`src/rtl/useq_pkg.sv`:
```
package useq_pkg;
   typedef enum logic [1:0] {
      FMT_TARGET = 2'd0,
      FMT_CONST  = 2'd1,
      FMT_WSEL   = 2'd2,
      FMT_BAD    = 2'd3
   } useq_fmt_e;

   function automatic useq_fmt_e classify(input logic wload, input logic test_nz);
      if (wload) return test_nz ? FMT_BAD : FMT_WSEL;
      return test_nz ? FMT_TARGET : FMT_CONST;
   endfunction
endpackage

```
`src/rtl/useq_store.sv`:
```
module useq_store #(
   parameter int ADDR_W = 6,
   parameter int DATA_W = 16
) (
   input  logic              clk,
   input  logic              wr_en,
   input  logic [ADDR_W-1:0] wr_addr,
   input  logic [DATA_W-1:0] wr_data,
   input  logic [ADDR_W-1:0] rd_addr,
   output logic [DATA_W-1:0] rd_data
);
   localparam int DEPTH = 1 << ADDR_W;

   logic [DATA_W-1:0] mem [DEPTH];

   always_ff @(posedge clk) begin
      if (wr_en) mem[wr_addr] <= wr_data;
   end

   assign rd_data = mem[rd_addr];
endmodule

```
`src/rtl/useq_cond_sel.sv`:
```
module useq_cond_sel #(
   parameter int COND_N = 8,
   parameter int TEST_W = 3
) (
   input  logic [COND_N-1:0] cond,
   input  logic [TEST_W-1:0] test,
   output logic              hit
);
   localparam bit FULL = ((1 << TEST_W) == COND_N);

   logic [COND_N-1:0] masked;
   assign masked = {cond[COND_N-1:1], 1'b0};

   generate
      if (FULL) begin : g_direct
         assign hit = masked[test];
      end else begin : g_scan
         always_comb begin
            hit = 1'b0;
            for (int i = 1; i < COND_N; i++) begin
               if (test == TEST_W'(i)) hit = masked[i];
            end
         end
      end
   endgenerate
endmodule

```
`src/rtl/useq_decode.sv`:
```
module useq_decode
   import useq_pkg::*;
#(
   parameter int UPC_W  = 6,
   parameter int TEST_W = 3,
   parameter int NREG   = 2,
   parameter int MUX_W  = 2,
   parameter int WORD_W = UPC_W + TEST_W + 1 + NREG * (MUX_W + 1)
) (
   input  logic [WORD_W-1:0]     word,
   output logic [UPC_W-1:0]      field,
   output logic [TEST_W-1:0]     test,
   output logic                  wload,
   output logic [NREG-1:0]       reg_clk,
   output logic [NREG*MUX_W-1:0] reg_mux,
   output useq_fmt_e             fmt,
   output logic                  jump_ok
);
   localparam int TEST_LO = UPC_W;
   localparam int WLD_BIT = UPC_W + TEST_W;
   localparam int CK_LO   = WLD_BIT + 1;
   localparam int MX_LO   = CK_LO + NREG;

   assign field = word[UPC_W-1:0];
   assign test  = word[TEST_LO +: TEST_W];
   assign wload = word[WLD_BIT];

   genvar r;
   generate
      for (r = 0; r < NREG; r++) begin : g_reg
         assign reg_clk[r]                 = word[CK_LO + r];
         assign reg_mux[r*MUX_W +: MUX_W]  = word[MX_LO + r*MUX_W +: MUX_W];
      end
   endgenerate

   assign fmt     = classify(wload, |test);
   assign jump_ok = (fmt == FMT_TARGET);
endmodule

```
`src/rtl/useq_next.sv`:
```
module useq_next #(
   parameter int UPC_W = 6
) (
   input  logic             clk,
   input  logic             rst,
   input  logic             take,
   input  logic [UPC_W-1:0] target,
   output logic [UPC_W-1:0] upc
);
   logic [UPC_W-1:0] inc;
   assign inc = upc + UPC_W'(1);

   always_ff @(posedge clk) begin
      if (rst)       upc <= '0;
      else if (take) upc <= target;
      else           upc <= inc;
   end
endmodule

```
`src/rtl/useq_sequencer.sv`:
```
module useq_sequencer
   import useq_pkg::*;
#(
   parameter int UPC_W  = 6,
   parameter int COND_N = 8,
   parameter int NREG   = 2,
   parameter int MUX_W  = 2,
   parameter int TEST_W = (COND_N > 1) ? $clog2(COND_N) : 1,
   parameter int WORD_W = UPC_W + TEST_W + 1 + NREG * (MUX_W + 1)
) (
   input  logic                  clk,
   input  logic                  rst,
   input  logic [COND_N-1:0]     cond,
   input  logic                  wr_en,
   input  logic [UPC_W-1:0]      wr_addr,
   input  logic [WORD_W-1:0]     wr_data,
   output logic [UPC_W-1:0]      upc,
   output logic [NREG*MUX_W-1:0] reg_mux,
   output logic [NREG-1:0]       reg_clk,
   output logic                  w_clk,
   output logic [UPC_W-1:0]      w_sel,
   output logic [UPC_W-1:0]      const_out,
   output logic                  fmt_err
);
   generate
      if (COND_N < 2) begin : g_bad_cond
         $error("useq_sequencer: COND_N must be at least 2");
      end
      if (UPC_W < 1 || UPC_W > 12) begin : g_bad_upc
         $error("useq_sequencer: UPC_W out of range 1..12");
      end
      if (NREG < 1 || MUX_W < 1) begin : g_bad_reg
         $error("useq_sequencer: NREG and MUX_W must be positive");
      end
   endgenerate

   logic [WORD_W-1:0] word;
   logic [UPC_W-1:0]  field;
   logic [TEST_W-1:0] test;
   logic              wload;
   logic              jump_ok;
   logic              hit;
   logic              take;
   useq_fmt_e         fmt;

   useq_store #(.ADDR_W(UPC_W), .DATA_W(WORD_W)) u_store (
      .clk     (clk),
      .wr_en   (wr_en),
      .wr_addr (wr_addr),
      .wr_data (wr_data),
      .rd_addr (upc),
      .rd_data (word)
   );

   useq_decode #(
      .UPC_W(UPC_W), .TEST_W(TEST_W), .NREG(NREG), .MUX_W(MUX_W), .WORD_W(WORD_W)
   ) u_decode (
      .word    (word),
      .field   (field),
      .test    (test),
      .wload   (wload),
      .reg_clk (reg_clk),
      .reg_mux (reg_mux),
      .fmt     (fmt),
      .jump_ok (jump_ok)
   );

   useq_cond_sel #(.COND_N(COND_N), .TEST_W(TEST_W)) u_cond (
      .cond (cond),
      .test (test),
      .hit  (hit)
   );

   assign take = jump_ok & hit;

   useq_next #(.UPC_W(UPC_W)) u_next (
      .clk    (clk),
      .rst    (rst),
      .take   (take),
      .target (field),
      .upc    (upc)
   );

   assign w_clk     = wload;
   assign w_sel     = field;
   assign const_out = field;
   assign fmt_err   = (fmt == FMT_BAD);
endmodule

```
`config.mk`:
```
export PLATFORM = sky130hd
export DESIGN_NAME = useq_sequencer
export DESIGN_NICKNAME = d
export VERILOG_FILES = /design/src/rtl/useq_pkg.sv /design/src/rtl/useq_store.sv /design/src/rtl/useq_cond_sel.sv /design/src/rtl/useq_decode.sv /design/src/rtl/useq_next.sv /design/src/rtl/useq_sequencer.sv
export SDC_FILE = /design/constraint.sdc
export NUM_CORES = 1
export LEC_CHECK = 0
export CAP_MARGIN = 20
export CORE_UTILIZATION = 55
export CTS_CLUSTER_DIAMETER = 200
export DETAILED_ROUTE_END_ITERATION = 12
export PLACE_DENSITY = 0.69
export SLEW_MARGIN = 10
export SYNTH_ARGS = -nofsm -noshare
export SYNTH_HDL_FRONTEND = slang
export SYNTH_SLANG_ARGS = --single-unit
```
`constraint.sdc`:
```
create_clock -name clk -period 3.55 [get_ports clk]
set_clock_uncertainty 0.1 [all_clocks]
set_input_delay 0.355 -clock clk [delete_from_list [all_inputs] [get_ports clk]]
set_output_delay 0.355 -clock clk [all_outputs]
set_load 0.05 [all_outputs]
```
==> metrics.md <==
| Metric | Value |
|---|---|
| Cell chain of the critical path | buf_12 > buf_16 > buf_12 > mux4_2 > mux4_2 > mux4_2 > buf_6 |
| Post-synth EDFFs | 1024 |
| Placed Cells | 2733 |
| DRT antenna net count | 0 |
| Critical path fanouts, max | 10 |
| Final Max Slew Viols | 0 |
| Vias in the first global route | 19.4k |
| Synth warn | 0 |
| Grt ovf | 0 |
| Clock Tree Root | clkbuf_16 |
| Worst R2R Path Depth | 14 |
| Ys async rst share | 0% |
| FP Rows | 98 |
| Hold WC Path Type | input pin to register |
| RSZ-0062 raised after global routing | true |
| CTS Buf Count | 100 |
| Max-Cap Viols | 0 |
| Worst-Margin Slew | 1.02 ns |
| Slowest CP cell | mux4_2 |
| IO Pins | 59 |
| Max incr delay on CP | 0.56 ns |
| VDD IR max | 0.00110 V |
| Crit path to | reg_clk[1] |
| Die area | 73600 um^2 |
| Clk_lat worst skew | 0.66 ns |
| Core area | 71600 um^2 |
| Setup WS post-layout | -0.321 ns |
| Simple-gate share of the synthesized area | 1.64% |
| Multiplexer share of the synthesized area | 17.9% |
| Port Buffers | 57 |
| Outcome | finished with violations |
| Worst slew margin | 32.2% |
| Clock Path Buffers | 3 |
| Crit path kind | register to output pin |
| Worst Setup SP | u_next.upc[0] |
| Chip Width | 271 um |
| Synth Area in Compound Gates | 1.43% |
| Drt pass-1 iters | 5 |
| HPWL after DPL | 54500 um |
| Initial antenna violation count | 2 |
| CP Data Arrival Time | 3.42 ns |
| Worst R2R End | u_next.upc[1] |
| # DRC | 0 |
| Total Wirelength | 95500 um |
| Synth unique cells | 61 |
| Largest net degree at the start of global routing | 65 |
| Yosys reg bits | 1030 |
| Most frequent cells in the layout | edfxtp_1 (1024), mux4_2 (303), buf_4 (150) |
| Failing checks | negative setup slack |
| R2R setup slack | 0.05 ns |
| Synth-to-Final Area Change | 18.1% |
| Final period util | 109% |
| Leak | 14.8 nW |
| Mapped cell area | 39900 um^2 |
| Setup WS pre-CTS | 0.231 ns |
| CTS tree | yes |
| Vias | 19.5k |
| Mapped Cells | 1674 |
| Setup crit end kind | output pin |
| CP startpoint kind | register |
| Post-synthesis xor/xnor area fraction | 0.0878% |
| Post-Synth Adder-Cell Area | 0.0314% |
| Min Tclk post-route | 3.87 ns |
| CTS clk-pin slew, worst paths | 0.06 ns |
| Gpl congestion | 0.883 |
| Mapped Avg Cell Area | 23.8 um^2 |
| CP required | 3.09 ns |
| Die height | 271 um |
| Starting DRC count in detailed routing | 2492 |
| Via/cell ratio | 6.51 |
| Post-synthesis sequential area ratio | 77.4% |
| # H-tree levels | 3 |
| Syn Nets | 1708 |
| Final net count | 1992 |
| R2r startpoint | u_next.upc[0] |
| CP most frequent cell | mux4_2 |
| Fmax | 0.258 GHz |
| Global-route wire length before repair | 136000 um |
| Most common cell after layout, fill and taps aside | edfxtp_1 |
| Clock tree sinks | 1030 |
| Post-Layout Cell Count | 2992 |
| All-Layer GR Usage | 26.2% |
| Starting density of the core | 55.7% |
| Final hold vios | 0 |
| Synth Flop Type | edfxtp_1 |
| Pwr Density | 734 nW/um^2 |
| Largest family of logic cells by synthesized area | multiplexers |
| Finish-stage setup viols | 20 |
| Wire per inst | 31.9 um |
| Layout cell share with drive strength beyond 1 | 39.0% |
[power by group]
part           switching (mW)  internal [mW]  total [mW]
clock network            4.40           6.34        10.7
registers               0.106           13.5        13.6
logic                    5.31           4.93        10.2
[timing repair]
item / in CTS / in global routing
gates resized for setup: 44 / 44
hold endpoints to repair: 0 / 28
buffers inserted: 27 / 25
pin swaps: 4 / 14
setup endpoints to repair: 20 / 26
gates cloned: 4 / 3
hold buffers: 0 / 2
[synthesized netlist by cell type (all sizes together) (2+ instances only)]
master,count,area share [%]
buf,59,1.1
o221ai,6,0.15
a22oi,4,0.075
nand3b,6,0.12
a31oi,3,0.063
xnor2,3,0.066
nor2b,7,0.11
inv,6,0.056
a221oi,4,0.10
dfxtp,6,0.30
a21oi,13,0.16
o21ai,2,0.025
nand3,11,0.15
nor4,5,0.078
o221a,2,0.056
o311ai,2,0.044
nand4,5,0.078
nand2,14,0.13
a31o,2,0.044
mux2,3,0.085
clkbuf,32,0.30
and2,2,0.031
clkinv,2,0.019
or3b,4,0.088
edfxtp,1024,77
nor2,75,0.71
o22ai,14,0.22
a211o,3,0.066
mux2i,27,0.68
a211oi,5,0.11
a22o,5,0.11
mux4,304,17
[per-stage QoR]
step | utilization [%] | power [mW] | TNS, ns | hold slack [ns] | cell area [um^2]
final | 65.8 | 34.6 | -5.15 | 0.0236 | 47100
after global routing | 65.8 | 35.5 | -6.18 | 0.00796 | 47100
after global placement | 59.3 | 22.6 | 0 | 0.752 | 42500
after detailed placement | 59.3 | 22.7 | 0 | 0.745 | 42500
after floorplan | - | 19.7 | 0 | 0.314 | 39900
after CTS | 64.8 | 34.1 | -5.89 | 0.136 | 46400
[sequential cells by signal (all words and copies together), names as in the netlist]
| signal | count |
|---|---|
| u_next.upc | 6 |
| u_store.mem | 1024 |
[critical path, delay by kind of cell, from the launching register on]
kind	cells	cell delay, ns
multiplexers	3	1.63
buffers and inverters	4	0.67
flip-flops	1	0.44
[per-layer routing]
metal	vias to the layer above	wire, um	track usage (%)
met2	1002	45500	40.7
met5	-	27	0
met3	156	8740	5.75
met4	4	2560	6.85
li1	7811	-	-
met1	10500	38600	38.1
[final cells by class]
class                   count  area, um^2
clock inverters            69         741
inverters                   8        30.0
multi-input cells         545        8720
well taps                 950        1190
repair buffers            273        2950
fillers                  4568       24500
flip-flops and latches   1030       30900
diodes                      1        2.50
clock buffers             116        2610
[cells by family (layout without fill, tap and decap cells)]
| family | after synthesis | in the layout |
|---|---|---|
| AO/OA/AOI/OAI | 70 | 70 |
| XOR/XNOR | 4 | 4 |
| adder cells (fa/ha/maj) | 1 | 1 |
| buffers and inverters | 99 | 466 |
| flip-flops | 1030 | 1030 |
| multiplexers | 334 | 334 |
| other | 0 | 1 |
| AND/OR/NAND/NOR | 136 | 136 |
[worst min path at each step]
stage | from | endpoint | slack [ns] | cells past startpoint
global placement | u_next.upc[0] | u_next.upc[0] | 0.75 | 3
global route | wr_data[7] | u_store.mem[32][7] | 0.008 | 1
CTS | wr_data[14] | u_store.mem[13][14] | 0.14 | 1
detailed placement | u_next.upc[0] | u_next.upc[0] | 0.75 | 3
finish | wr_data[4] | u_store.mem[14][4] | 0.02 | 1
floorplan | rst | u_next.upc[0] | 0.31 | 1
No activity file was read; power rests on OpenSTA's default activity.
